<file path="config.mk">
export PLATFORM = sky130hd
export DESIGN_NAME = strip_hit_buffer
export DESIGN_NICKNAME = d
export VERILOG_FILES = /design/src/rtl/shb_pkg.sv /design/src/rtl/shb_masks.sv /design/src/rtl/shb_event_fifo.sv /design/src/rtl/shb_serializer.sv /design/src/rtl/strip_hit_buffer.sv
export SDC_FILE = /design/constraint.sdc
export NUM_CORES = 1
export LEC_CHECK = 0
export CORE_MARGIN = 4
export CORE_UTILIZATION = 45
export DETAILED_ROUTE_END_ITERATION = 16
export PLACE_DENSITY_LB_ADDON = 0.1
export SYNTH_ARGS = -nofsm -noshare
export SYNTH_HDL_FRONTEND = slang
export SYNTH_SLANG_ARGS = --single-unit
</file>
<file path="constraint.sdc">
create_clock -name clk -period 3.6 [get_ports clk]
set_input_delay 0.36 -clock clk [delete_from_list [all_inputs] [get_ports clk]]
set_output_delay 0.36 -clock clk [all_outputs]
set_load 0.005 [all_outputs]
</file>
<file path="src/rtl/shb_pkg.sv">
package shb_pkg;
    typedef enum logic [1:0] {
        SR_IDLE = 2'd0,
        SR_SEND = 2'd1,
        SR_REQ  = 2'd2,
        SR_PASS = 2'd3
    } rd_state_e;

    localparam logic [1:0] SEL_CAL  = 2'd0;
    localparam logic [1:0] SEL_TRIG = 2'd1;
    localparam logic [1:0] SEL_DATA = 2'd2;
endpackage

</file>
<file path="src/rtl/shb_masks.sv">
module shb_masks #(
    parameter int NCH = 64
) (
    input  logic           clk,
    input  logic           rst_n,
    input  logic           we_i,
    input  logic [1:0]     sel_i,
    input  logic [NCH-1:0] data_i,
    output logic [NCH-1:0] cal_m_o,
    output logic [NCH-1:0] trig_m_o,
    output logic [NCH-1:0] data_m_o
);
    import shb_pkg::*;

    typedef struct packed {
        logic [NCH-1:0] cal;
        logic [NCH-1:0] trig;
        logic [NCH-1:0] data;
    } mask_t;

    mask_t m_d, m_q;

    always_comb begin
        m_d = m_q;
        if (we_i) begin
            case (sel_i)
                SEL_CAL:  m_d.cal  = data_i;
                SEL_TRIG: m_d.trig = data_i;
                SEL_DATA: m_d.data = data_i;
                default:  m_d = m_q;
            endcase
        end
    end

    always_ff @(posedge clk or negedge rst_n) begin
        if (!rst_n) m_q <= '0;
        else        m_q <= m_d;
    end

    assign cal_m_o  = m_q.cal;
    assign trig_m_o = m_q.trig;
    assign data_m_o = m_q.data;


    sel_unused_chk: assert property (@(posedge clk) disable iff (!rst_n)
        (we_i && sel_i == 2'd3) |=> ($stable(m_q.cal) && $stable(m_q.trig) && $stable(m_q.data)));
endmodule

</file>
<file path="src/rtl/shb_event_fifo.sv">
module shb_event_fifo #(
    parameter int NCH   = 64,
    parameter int DEPTH = 8
) (
    input  logic           clk,
    input  logic           rst_n,
    input  logic           push_i,
    input  logic [NCH-1:0] push_data_i,
    input  logic           pop_i,
    output logic [NCH-1:0] head_o,
    output logic           empty_o,
    output logic           ovf_o
);
    localparam int AW = (DEPTH > 1) ? $clog2(DEPTH) : 1;
    localparam int CW = $clog2(DEPTH + 1);

    typedef struct packed {
        logic [DEPTH-1:0][NCH-1:0] mem;
        logic [AW-1:0]             wr;
        logic [AW-1:0]             rd;
        logic [CW-1:0]             cnt;
        logic                      ovf;
    } fifo_t;

    fifo_t f_d, f_q;
    logic  do_push, do_pop, full;

    function automatic logic [AW-1:0] ptr_inc(input logic [AW-1:0] p);
        return (p == AW'(DEPTH - 1)) ? '0 : p + 1'b1;
    endfunction

    assign full    = (f_q.cnt == CW'(DEPTH));
    assign empty_o = (f_q.cnt == '0);
    assign do_push = push_i && !full;
    assign do_pop  = pop_i && !empty_o;

    always_comb begin
        f_d = f_q;
        if (push_i && full) f_d.ovf = 1'b1;
        if (do_push) begin
            f_d.mem[f_q.wr] = push_data_i;
            f_d.wr          = ptr_inc(f_q.wr);
        end
        if (do_pop) f_d.rd = ptr_inc(f_q.rd);
        case ({do_push, do_pop})
            2'b10:   f_d.cnt = f_q.cnt + 1'b1;
            2'b01:   f_d.cnt = f_q.cnt - 1'b1;
            default: f_d.cnt = f_q.cnt;
        endcase
    end

    always_ff @(posedge clk or negedge rst_n) begin
        if (!rst_n) f_q <= '0;
        else        f_q <= f_d;
    end

    assign head_o = f_q.mem[f_q.rd];
    assign ovf_o  = f_q.ovf;


    count_limit_chk: assert property (@(posedge clk) disable iff (!rst_n)
        f_q.cnt <= CW'(DEPTH));

    ovf_sticky_chk: assert property (@(posedge clk) disable iff (!rst_n)
        f_q.ovf |=> f_q.ovf);

    drop_when_full_chk: assert property (@(posedge clk) disable iff (!rst_n)
        (push_i && full && !pop_i) |=> (f_q.cnt == CW'(DEPTH) && f_q.ovf));

    push_lands_chk: assert property (@(posedge clk) disable iff (!rst_n)
        (push_i && !full) |=> !empty_o);
endmodule

</file>
<file path="src/rtl/shb_serializer.sv">
module shb_serializer #(
    parameter int NCH = 64
) (
    input  logic           clk,
    input  logic           rst_n,
    input  logic           tok_i,
    input  logic           chain_end_i,
    input  logic [NCH-1:0] head_i,
    input  logic           empty_i,
    input  logic           up_v_i,
    input  logic           up_d_i,
    input  logic           up_last_i,
    output logic           pop_o,
    output logic           out_v_o,
    output logic           out_d_o,
    output logic           out_last_o,
    output logic           tok_o
);
    import shb_pkg::*;

    localparam int IW = $clog2(NCH);

    typedef struct packed {
        rd_state_e     st;
        logic [IW-1:0] idx;
        logic          v;
        logic          d;
        logic          last;
        logic          tok;
    } ser_t;

    ser_t s_d, s_q;
    logic hdr;

    assign hdr = |head_i;

    always_comb begin
        s_d      = s_q;
        s_d.v    = 1'b0;
        s_d.d    = 1'b0;
        s_d.last = 1'b0;
        s_d.tok  = 1'b0;
        pop_o    = 1'b0;
        case (s_q.st)
            SR_IDLE: begin
                if (tok_i && !empty_i) begin
                    s_d.v   = 1'b1;
                    s_d.d   = hdr;
                    s_d.idx = '0;
                    if (hdr) begin
                        s_d.st = SR_SEND;
                    end else if (chain_end_i) begin
                        s_d.last = 1'b1;
                        pop_o    = 1'b1;
                    end else begin
                        s_d.st = SR_REQ;
                    end
                end
            end
            SR_SEND: begin
                s_d.v = 1'b1;
                s_d.d = head_i[s_q.idx];
                if (s_q.idx == IW'(NCH - 1)) begin
                    if (chain_end_i) begin
                        s_d.last = 1'b1;
                        s_d.st   = SR_IDLE;
                        pop_o    = 1'b1;
                    end else begin
                        s_d.st = SR_REQ;
                    end
                end else begin
                    s_d.idx = s_q.idx + 1'b1;
                end
            end
            SR_REQ: begin
                s_d.tok = 1'b1;
                s_d.st  = SR_PASS;
            end
            SR_PASS: begin
                s_d.v    = up_v_i;
                s_d.d    = up_v_i && up_d_i;
                s_d.last = up_v_i && up_last_i;
                if (up_v_i && up_last_i) begin
                    s_d.st = SR_IDLE;
                    pop_o  = 1'b1;
                end
            end
            default: s_d.st = SR_IDLE;
        endcase
    end

    always_ff @(posedge clk or negedge rst_n) begin
        if (!rst_n) s_q <= '{st: SR_IDLE, default: '0};
        else        s_q <= s_d;
    end

    assign out_v_o    = s_q.v;
    assign out_d_o    = s_q.d;
    assign out_last_o = s_q.last;
    assign tok_o      = s_q.tok;


    tok_pulse_chk: assert property (@(posedge clk) disable iff (!rst_n)
        tok_o |=> !tok_o);

    start_next_chk: assert property (@(posedge clk) disable iff (!rst_n)
        (s_q.st == SR_IDLE && tok_i && !empty_i) |=> out_v_o);

    empty_quiet_chk: assert property (@(posedge clk) disable iff (!rst_n)
        (s_q.st == SR_IDLE && empty_i) |=> (!out_v_o && !tok_o));
endmodule

</file>
<file path="src/rtl/strip_hit_buffer.sv">
module strip_hit_buffer #(
    parameter int NCH   = 64,
    parameter int DEPTH = 8
) (
    input  logic           clk,
    input  logic           rst_n,
    input  logic [NCH-1:0] disc_i,
    input  logic           trig_i,
    input  logic           cal_strobe_i,
    output logic [NCH-1:0] cal_pulse_o,
    output logic           fast_or_o,
    input  logic           cfg_we_i,
    input  logic [1:0]     cfg_sel_i,
    input  logic [NCH-1:0] cfg_data_i,
    input  logic           dir_i,
    input  logic           chain_end_i,
    input  logic           tok_l_i,
    input  logic           tok_r_i,
    output logic           tok_l_o,
    output logic           tok_r_o,
    input  logic           sin_l_v_i,
    input  logic           sin_l_d_i,
    input  logic           sin_l_last_i,
    input  logic           sin_r_v_i,
    input  logic           sin_r_d_i,
    input  logic           sin_r_last_i,
    output logic           sout_l_v_o,
    output logic           sout_l_d_o,
    output logic           sout_l_last_o,
    output logic           sout_r_v_o,
    output logic           sout_r_d_o,
    output logic           sout_r_last_o,
    output logic           ovf_o
);
    logic [NCH-1:0] cal_m, trig_m, data_m, head;
    logic           empty, pop;
    logic           tok_dn, up_v, up_d, up_last;
    logic           ser_v, ser_d, ser_last, ser_tok;

    shb_masks #(.NCH(NCH)) u_masks (
        .clk(clk), .rst_n(rst_n),
        .we_i(cfg_we_i), .sel_i(cfg_sel_i), .data_i(cfg_data_i),
        .cal_m_o(cal_m), .trig_m_o(trig_m), .data_m_o(data_m)
    );

    shb_event_fifo #(.NCH(NCH), .DEPTH(DEPTH)) u_fifo (
        .clk(clk), .rst_n(rst_n),
        .push_i(trig_i), .push_data_i(disc_i & ~data_m),
        .pop_i(pop), .head_o(head), .empty_o(empty), .ovf_o(ovf_o)
    );

    // downstream side selects token source and upstream data source
    assign tok_dn  = dir_i ? tok_r_i      : tok_l_i;
    assign up_v    = dir_i ? sin_l_v_i    : sin_r_v_i;
    assign up_d    = dir_i ? sin_l_d_i    : sin_r_d_i;
    assign up_last = dir_i ? sin_l_last_i : sin_r_last_i;

    shb_serializer #(.NCH(NCH)) u_ser (
        .clk(clk), .rst_n(rst_n),
        .tok_i(tok_dn), .chain_end_i(chain_end_i),
        .head_i(head), .empty_i(empty),
        .up_v_i(up_v), .up_d_i(up_d), .up_last_i(up_last),
        .pop_o(pop), .out_v_o(ser_v), .out_d_o(ser_d),
        .out_last_o(ser_last), .tok_o(ser_tok)
    );

    assign sout_l_v_o    = !dir_i && ser_v;
    assign sout_l_d_o    = !dir_i && ser_d;
    assign sout_l_last_o = !dir_i && ser_last;
    assign sout_r_v_o    = dir_i && ser_v;
    assign sout_r_d_o    = dir_i && ser_d;
    assign sout_r_last_o = dir_i && ser_last;
    assign tok_l_o       = dir_i && ser_tok;
    assign tok_r_o       = !dir_i && ser_tok;

    assign fast_or_o   = |(disc_i & ~trig_m);
    assign cal_pulse_o = cal_m & {NCH{cal_strobe_i}};


    pop_nonempty_chk: assert property (@(posedge clk) disable iff (!rst_n)
        pop |-> !empty);

    one_side_chk: assert property (@(posedge clk) disable iff (!rst_n)
        !(sout_l_v_o && sout_r_v_o) && !(tok_l_o && tok_r_o));
endmodule

</file>
* Word-level counts from Yosys, hierarchy flattened
Index checks and enable logic that the tools add are counted.
** Storage, ports and cells
- Bits in latches :: 0
- Output and inout port bits :: 74
- Memories kept :: 0
- Memory bits (writable) :: 0
- Bits in read-only memories :: 0
- Register bits after elaboration :: 727
- Input bits :: 145
** Operators by class
- Reduce and logical (&&, ||, !) cells :: 30
- Order comparisons :: 4
- Multiply operators :: 0
- Bitwise logic cells :: 5
- Shift operators :: 0
- Muxes and demuxes :: 31
- $add $sub $neg :: 5
- Equality and inequality tests :: 16
- Divide/modulo/power cells :: 0
** Operator list (count)
- $bwmux W512 :: 1
- $and A64 B64 Y64 :: 3
- $bmux W64 S3 :: 1
- $demux W64 S3 :: 1
- $mux W64 :: 2
- $not A64 Y64 :: 2
- $reduce_or A64 Y1 :: 2
- $logic_and A1 B1 Y1 :: 15
- $pmux W6 S2 :: 1
- $mux W1 :: 11
- $mux W11 :: 1
- $mux W2 :: 5
- $pmux W3 S3 :: 1
- $eq A2 B2 Y1 const B :: 4
- $lt A3 B4 Y1 const B :: 2
- $pmux W2 S4 :: 1
- $pmux W4 S2 :: 1
- $lt A6 B7 Y1 const B :: 1
- $add A3 B1 Y3 const B :: 2
- $add A6 B1 Y6 const B :: 1
- $bmux W1 S6 :: 1
- $eq A2 B1 Y1 const B :: 3
- $eq A3 B3 Y1 const B :: 2
- $eq A6 B6 Y1 const B :: 1
- 17 further kinds :: 26

* Depth between registers and ports, before layout
Gate-level depths: netlist (run 1).
- Word-level depth :: 9
- Mapped depth :: 16
- Depth with buffers taken out :: 13

* Cells and area by module
From an unflattened synthesis (run 1), not the netlist that was laid out.
** Second synthesis, totals
- Cells, all modules :: 2148
- Area total of the unflattened synthesis :: 34747.1 µm²
** Modules (own cells, without submodules)
- shb_event_fifo :: instances 1, sequential area each 13087.6 µm², cells an instance 1376, area each 24098.1 µm²
- shb_masks :: instances 1, sequential area each 4804.6 µm², cells an instance 408, area each 7857.5 µm²
- strip_hit_buffer :: instances 1, sequential area each 0.0 µm², cells an instance 232, area each 1421.4 µm²
- shb_serializer :: instances 1, sequential area each 300.3 µm², cells an instance 132, area each 1370.1 µm²

* Least setup slack after synthesis (run 1)
OpenSTA, ideal clock, no wires.
- Path type :: register -> register
- From :: reg u_fifo.f_q[5] (netlist bit)
- To :: reg u_fifo.f_q[4] (netlist bit)
- Data arrival time :: 3.443 ns
- Stages on the path, launching flop included :: 17
- Path slack :: 0.032 ns
- Required time :: 3.475 ns
- Period minus slack after synthesis :: 3.568 ns
- Library setup time :: 0.125 ns
- Cells stage by stage :: dfrtp_1 -> clkbuf_1 -> buf_6 -> buf_2 -> mux4_2 -> mux2i_1 -> nand4_1 -> nor4_1 -> nand4_1 -> o21ai_2 -> ha_1 -> ha_1 -> a21o_1 -> a21oi_1 -> xnor2_1 -> nor2_1 -> xor2_1
** On the way
- Word-level cells in the longest chain between the ends :: 9
- Elaborated cells between the ends (all ways) :: 11
- Those cells by class :: eq/ne: 2; mux: 6; reduce/logical: 3
** RTL lines
- start: declaration :: RTL line shb_event_fifo.sv:25 : fifo_t f_d, f_q;
- start signal: assignment :: RTL line shb_event_fifo.sv:53 : if (!rst_n) f_q <= '0;
- start signal: assignment :: RTL line shb_event_fifo.sv:54 : else f_q <= f_d;
- $bmux W64 S3 (*) :: RTL line shb_event_fifo.sv:57 : assign head_o = f_q.mem[f_q.rd];
- $mux W64 (not written as such) (*) :: RTL line shb_event_fifo.sv:57
- $reduce_or A64 Y1 (*) :: RTL line shb_serializer.sv:35 : assign hdr = |head_i;
- $mux W1 (*) :: RTL line shb_serializer.sv:50 : if (hdr) begin
- $mux W1 (*) :: RTL line shb_serializer.sv:46 : if (tok_i && !empty_i) begin
- $pmux W1 S3 (*) :: RTL line shb_serializer.sv:44 : case (s_q.st)
- $logic_and A1 B1 Y1 (*) :: RTL line shb_event_fifo.sv:35 : assign do_pop = pop_i && !empty_o;
- net u_fifo.do_pop :: RTL line shb_event_fifo.sv:26 : logic do_push, do_pop, full;
- $eq A2 B1 Y1 / $eq A2 B2 Y1 (equally long branches) :: RTL line shb_event_fifo.sv:45 : case ({do_push, do_pop})
- $pmux W4 S2 / $reduce_bool A2 Y1 (equally long branches)
The timed path passes the listed nets; every way through them passes the cells marked *. The select of a mux whose other input is x is not followed.
A chain may end at the register's enable or synchronous reset.

* Worst setup path in the final report (run 1)
Same ends and word-level chain as after synthesis.

==> results of run 1 <==
-- cell type report --
type	instances	area, um2	area share (%)
clock inverters	17	220	0.560
diodes	3	7.51	0.0191
flip-flops and latches	727	18200	46.3
clock buffers	125	2350	5.98
multi-input cells	1762	12800	32.6
inverters	70	263	0.668
repair buffers	413	4290	10.9
well taps	940	1180	2.99
-- cells in the mapped netlist, types with 2 or more instances --
| cell | count |
|---|---|
| a32o_1 | 2 |
| dfrtp_1 | 727 |
| buf_2 | 5 |
| o21ai_0 | 520 |
| nor4_1 | 7 |
| a21oi_1 | 9 |
| xor2_1 | 3 |
| ha_1 | 8 |
| nand4_1 | 21 |
| mux2_2 | 195 |
| nor3_1 | 8 |
| buf_1 | 14 |
| mux2_1 | 3 |
| a31oi_1 | 3 |
| nand2_1 | 534 |
| nand3_1 | 11 |
| o22ai_1 | 23 |
| nor2_1 | 9 |
| a221oi_1 | 10 |
| clkbuf_1 | 159 |
| mux2i_1 | 73 |
| or3_1 | 3 |
| and2_1 | 72 |
| xnor2_1 | 3 |
| o211ai_1 | 4 |
| inv_1 | 70 |
| buf_6 | 6 |
| nand4b_1 | 2 |
| nand2b_1 | 69 |
| a21o_1 | 2 |
| mux4_2 | 138 |
| nand3b_1 | 9 |
| nor2b_1 | 8 |
| buf_4 | 3 |
-- registers in the layout, summed over array words and instances (netlist names) --
register / flops
u_fifo.f_q: 522
u_masks.cal_m_o: 64
u_masks.data_m_o: 64
u_masks.trig_m_o: 64
u_ser.s_q: 8
u_fifo.ovf_o: 1
u_ser.out_d_o: 1
u_ser.out_last_o: 1
u_ser.out_v_o: 1
u_ser.tok_o: 1
-- kinds of logic after synthesis --
group           after synthesis  share of synthesized area [%]
mux                         409                           19.0
flops                       727                           57.1
buf+inv                     257                           3.22
compound gates              583                           9.57
fa+ha+maj                     9                          0.377
xor+xnor                      6                          0.165
simple gates                755                           10.5
-- timing repair --
| item | 4_1_cts | 5_1_grt |
|---|---|---|
| setup buffers | 10 | 11 |
| hold buffers | 1 | 0 |
| endpoints found under the setup margin | 3 | 8 |
| endpoints found under the hold margin | 80 | 0 |
| pin swaps | 11 | 14 |
| cloned | 6 | 1 |
| resized for setup | 23 | 21 |
-- power by group through the flow --
stage	registers, mW	clock network [mW]	logic [mW]
CTS	12.5	8.27	12.1
detailed placement	12.6	0	11.5
finish	12.5	8.07	12.3
global placement	12.5	0	11.2
global route	12.8	8.59	13.4
floorplan	11.9	0	6.98
-- per-layer routing --
metal  GRT usage, %  part of all wire (%)  vias up
li1               -                     -    10200
met1           33.9                    43    11300
met2           39.8                    47      642
met3           5.80                   6.6      143
met4           7.31                   2.8        4
met5              0                 0.032        -
-- metrics by stage --
stage | worst slack (ps) | power (mW) | utilization (%)
after global placement | -542 | 23.8 | 51.6
after detailed placement | -514 | 24.2 | 51.6
final | -423 | 32.9 | 56.1
after floorplan | 31.7 | 18.9 | -
after global routing | -529 | 34.8 | 56.1
after CTS | -418 | 32.9 | 55.8
-- worst reg2reg max path, stage by stage, from the launching register on --
cell,delay (ps)
dfrtp_4,530
buf_12,150
buf_12,140
buf_12,160
mux4_2,450
mux2i_4,200
nand4_1,240
nor4_1,320
nand4_1,260
buf_4,230
o21ai_4,180
ha_4,170
ha_4,190
a21o_1,180
a21oi_2,150
xnor2_1,140
nor2_1,70
xor2_1,140
-- how the worst max path moves through the flow --
stage	cells after the start	slack, ps	end	start
after CTS	18	-420	u_fifo.f_q[4]	u_fifo.f_q[5]
after floorplan	16	30	u_fifo.f_q[4]	u_fifo.f_q[5]
after global routing	18	-530	u_fifo.f_q[4]	u_fifo.f_q[5]
after detailed placement	17	-510	u_fifo.f_q[4]	u_fifo.f_q[5]
after global placement	16	-540	u_fifo.f_q[4]	u_fifo.f_q[5]
final	17	-420	u_fifo.f_q[4]	u_fifo.f_q[5]
==> metrics.txt, run 1 <==
sequential share of the synthesized area between 50% and 60%; via count 22,300; average routed wire per standard cell 22.5 um; register bit total from synthesis 727; final cell count without fillers slightly above 4,000; Avg Vias per Cell about 5.5; Cells after Synth 2,746; EDFF count, synth 0; Fillers slightly below 6,000; hold depth 2; most frequent cells in the layout 724 x dfrtp_1, 533 x nand2_1, 519 x o21ai_0; max-slew violations 0; Core Region between 0.07 and 0.08 mm2; routability cong. between 0.8 and 0.9; Clock Sinks 727; port buffer count approximately 220; Mapped Area about 0.032 mm2; post-layout instance area 0.0393 mm2; fin worst setup slack -423 ps; layout cells sized above 1 21.6%; internal power 22.0 mW; Mapped Nets 2,900; Clock power frac about a quarter; # nets final 3,209; total CTS buffers 81; power per cell area 837 mW/mm2; Final ANT Viol Nets 0; CP arrival about 4500 ps; Hold Path Class in2reg; Hold WS between 400 and 500 ps; period utilization 112%; CTS tree built; Detailed Routing Iterations Pass 1 5; grt ovf 0; vias in the first global route approximately 23,000; failing checks setup timing; DIE WIDTH 274 um; switch share 33.3%; num rows 97; Setup crit end kind flop; CP max-delay cell dfrtp_4; Die ar. 0.0751 mm2; clk root buf clkbuf_16; VDD IR max around 0.00037 V; Max Cap Viol 0; crit path time final 4020 ps; antenna violations before repair 6; placed instance area 0.0362 mm2; Syn-to-layout area delta 23.4%; first-pass GRT wire length 142,000 um; area leader, netlist dfrtp_1; Cells after DPL 3,885; Crit path buffers/inverters 4; # setup viols final 6; Worst setup SP type flop; CTS H-tree depth 3; CTS max path bufs 3; top cells by area, synth dfrtp_1 57%, mux4_2 9.8%, o21ai_0 8.2%, mux2_2 6.9%, nand2_1 6.3%; Leak 17.3 nW; net load switching power between 10 and 15 mW; Skew-Pair Late Insertion Delay between 600 and 700 ps; most common cell after layout, fill and taps aside dfrtp_1; status finished with violations; pin count of the biggest net entering global routing 129; crit-path cells buf_12 -> buf_12 -> buf_12 -> mux4_2 -> mux2i_4 -> nand4_1 -> nor4_1 -> nand4_1 -> buf_4 -> o21ai_4 -> ha_4 -> ha_4 -> a21o_1 -> a21oi_2 -> xnor2_1 -> nor2_1 -> xor2_1; worst flop-to-flop path startpoint u_fifo.f_q[5]; Clock transition at path regs 60 ps; worst hold start cfg_data_i[60]; RSZ-0062 raised after global routing yes; reg-to-reg slack, setup -420 ps; top cell type's share of synthesized area 57.1%; worst reg-to-reg path cell count 17; Syn Area/Cell between 10 and 15 um2; First DRT Iteration DRCs 1,764; Final TNS setup -1080 ps; Crit Path Class reg2reg; Synth Flop Type dfrtp_1; Sequential Power Share 38.1%; worst-margin pin slew 1020 ps; Final Skew 27.7 ps; io pins approximately 220; gr usage total 24.8%; Critical Path RT 4080 ps; Min-Delay Endpoint u_masks.cal_m_o[60]; CP Max Fanout 8; Cell variety after synth 47; Combinational Power Share a little under two fifths; final WL 91,400 um; Initial Utilization a little under half; Fmax between 0.2 and 0.25 GHz; reg-to-reg endpoint u_fifo.f_q[4]; CP peak stage delay 530 ps; asr flop ratio synth 100%; post-DP HPWL approximately 60,000 um; cell mode on critical path buf_12; die height 274 um; final hold viol count 0; CP delay by family, top simple AND/OR/NAND/NOR gates; max_slew headroom 32.2%; Yosys Warn Count 0; # DRC 0
(Power assumes the default switching activity.)
==> run 2, diff against run 1 <==
CORE_UTILIZATION = 53   (was 45)
==> metrics.txt, run 2 (same netlist as run 1, synthesis figures left out) <==
max-slew violations 0; Crit Path Class reg2reg; CTS max path bufs 3; Clock Sinks 727; max reg flops approximately 520; status finished with violations; Initial Utilization 53.8%; Leak 17.2 nW; CP peak stage delay 560 ps; most frequent cells in the layout 724 x dfrtp_1, 533 x nand2_1, 519 x o21ai_0; first-pass GRT wire length 140,000 um; Crit path buffers/inverters 5; post-DP HPWL ~60,000 um; crit-path cells buf_12 -> buf_12 -> buf_4 -> buf_4 -> mux4_2 -> mux2i_1 -> buf_4 -> nand4_1 -> nor4_2 -> nand4_1 -> o21ai_2 -> ha_4 -> ha_4 -> a21o_1 -> a21oi_2 -> xnor2_1 -> nor2_1 -> xor2_1; max_slew headroom 31.8%; CP Max Fanout 6; # DRC 0; period utilization 111%; Syn-to-layout area delta 22.0%; worst-margin pin slew 1020 ps; Final Skew approximately 12 ps; Hold Path Class in2async; gr usage total 28.4%; routability cong. 0.858; io pins 219; Combinational Power Share 37.1%; layout cells sized above 1 between 20% and 30%; reg-to-reg endpoint u_fifo.f_q[4]; Core Region 0.0592 mm2; antenna violations before repair 3; clk root buf clkbuf_16; Worst Setup SP u_fifo.f_q[5]; Setup crit end kind flop; total CTS buffers 78; crit path time final 3990 ps; pin count of the biggest net entering global routing 129; VDD IR max 0.000401 V; CP max-delay cell dfrtp_4; power per cell area roughly 830 mW/mm2; most common cell after layout, fill and taps aside dfrtp_1; worst flop-to-flop path startpoint u_fifo.f_q[5]; Sequential Power Share roughly two fifths; First DRT Iteration DRCs 1,729; CTS tree built; vias in the first global route 23,300; Skew-Pair Late Insertion Delay 620 ps; Final ANT Viol Nets 0; RSZ-0062 raised after global routing yes; reg-to-reg slack, setup -390 ps; cell mode on critical path buf_4; Die ar. around 0.064 mm2; failing checks setup timing; CP delay by family, top simple AND/OR/NAND/NOR gates; internal power 21.6 mW; Final TNS setup -944 ps; final WL 89,200 um; average routed wire per standard cell 23.0 um; Detailed Routing Iterations Pass 1 5; CP Depth 18; Clock power frac 24.1%; via count 22,600; Critical Path RT 4080 ps; Clock transition at path regs 60 ps; Avg Vias per Cell 5.84; Max Cap Viol 0; total power 32.4 mW; Hold WS 346 ps; final hold viol count 0; grt ovf 0; # nets final 3,196; Setup crit end u_fifo.f_q[4]; fin worst setup slack -394 ps; # setup viols final 3; CTS H-tree depth 3; switch share 33.3%; num rows 89; Worst setup SP type flop; CP arrival 4480 ps; net load switching power 10.8 mW; largest reg by FF count u_fifo.f_q; Fillers about 4,500; die height 253 um; port buffer count 218; Fmax approximately 0.25 GHz; worst reg-to-reg path cell count 18; DIE WIDTH 253 um; fin util 65.7%
run 2: cell types whose count changed in the layout (fill, tap and decap cells not counted), sizes merged, moves of 2 or more:
| cell | delta |
|---|---|
| buf | -8 |
| bufinv | -3 |
| clkbuf | -3 |
| diode | -2 |
run 2: power groups by stage:
stage / clock network [mW] / registers (mW) / logic, mW
floorplan: 0 / 11.9 / 6.98
global placement: 0 / 12.5 / 11.1
detailed placement: 0 / 12.6 / 11.4
CTS: 7.99 / 12.5 / 11.8
global route: 8.34 / 12.8 / 13.1
finish: 7.83 / 12.6 / 12.0
run 2: cell type report:
cell class | instances | area, um2 | share of cell area, %
multi-input cells | 1762 | 12800 | 33.0
well taps | 773 | 967 | 2.49
clock inverters | 13 | 115 | 0.296
inverters | 70 | 263 | 0.676
flip-flops and latches | 727 | 18200 | 46.8
repair buffers | 403 | 4140 | 10.6
diodes | 1 | 2.50 | 0.00643
clock buffers | 123 | 2390 | 6.13
run 2: how the worst min path moves through the flow:
stage	endpoint	cells past startpoint	slack (ps)
floorplan	u_fifo.f_q[100]	0	60
global placement	u_fifo.f_q[214]	1	410
detailed placement	u_fifo.f_q[470]	1	420
CTS	u_fifo.f_q[470]	2	350
global route	u_fifo.f_q[150]	2	390
finish	u_fifo.f_q[86]	2	350
run 2: through the flow:
| step | setup slack [ps] | cells | cell area [um2] |
|---|---|---|---|
| after CTS | -388 | 3860 | 38700 |
| after detailed placement | -561 | 3713 | 36000 |
| final | -394 | 3872 | 38900 |
| after floorplan | 31.7 | 2746 | 31900 |
| after global routing | -553 | 3871 | 38900 |
| after global placement | -632 | 3713 | 36000 |
run 2: worst register-to-register path: cells and delay by family (launching register included):
family	cells	cell delay, ps
and+or+nand+nor	4	780
xor gates and xnor gates	2	290
DFF	1	560
muxes	2	560
AOI/OAI and AO/OA	3	560
adders and majority gates	2	360
buffers and inverters	5	760
run 2: metal layers:
layer	wire, um	up-vias	part of all wire [%]	global-route usage, %
met5	46	-	0.052	0
met4	3180	6	3.6	10.3
met3	6830	152	7.7	6.67
met2	41800	756	47	44.8
met1	37400	11500	42	39.1
li1	-	10200	-	-
run 2: repair_timing:
item / CTS / global route
cloned: 3 / 0
setup buffers: 7 / 12
endpoints found under the hold margin: 60 / 0
gates resized for setup: 13 / 28
hold buffers: 1 / 0
setup endpoints to repair: 4 / 7
pin swaps: 10 / 11
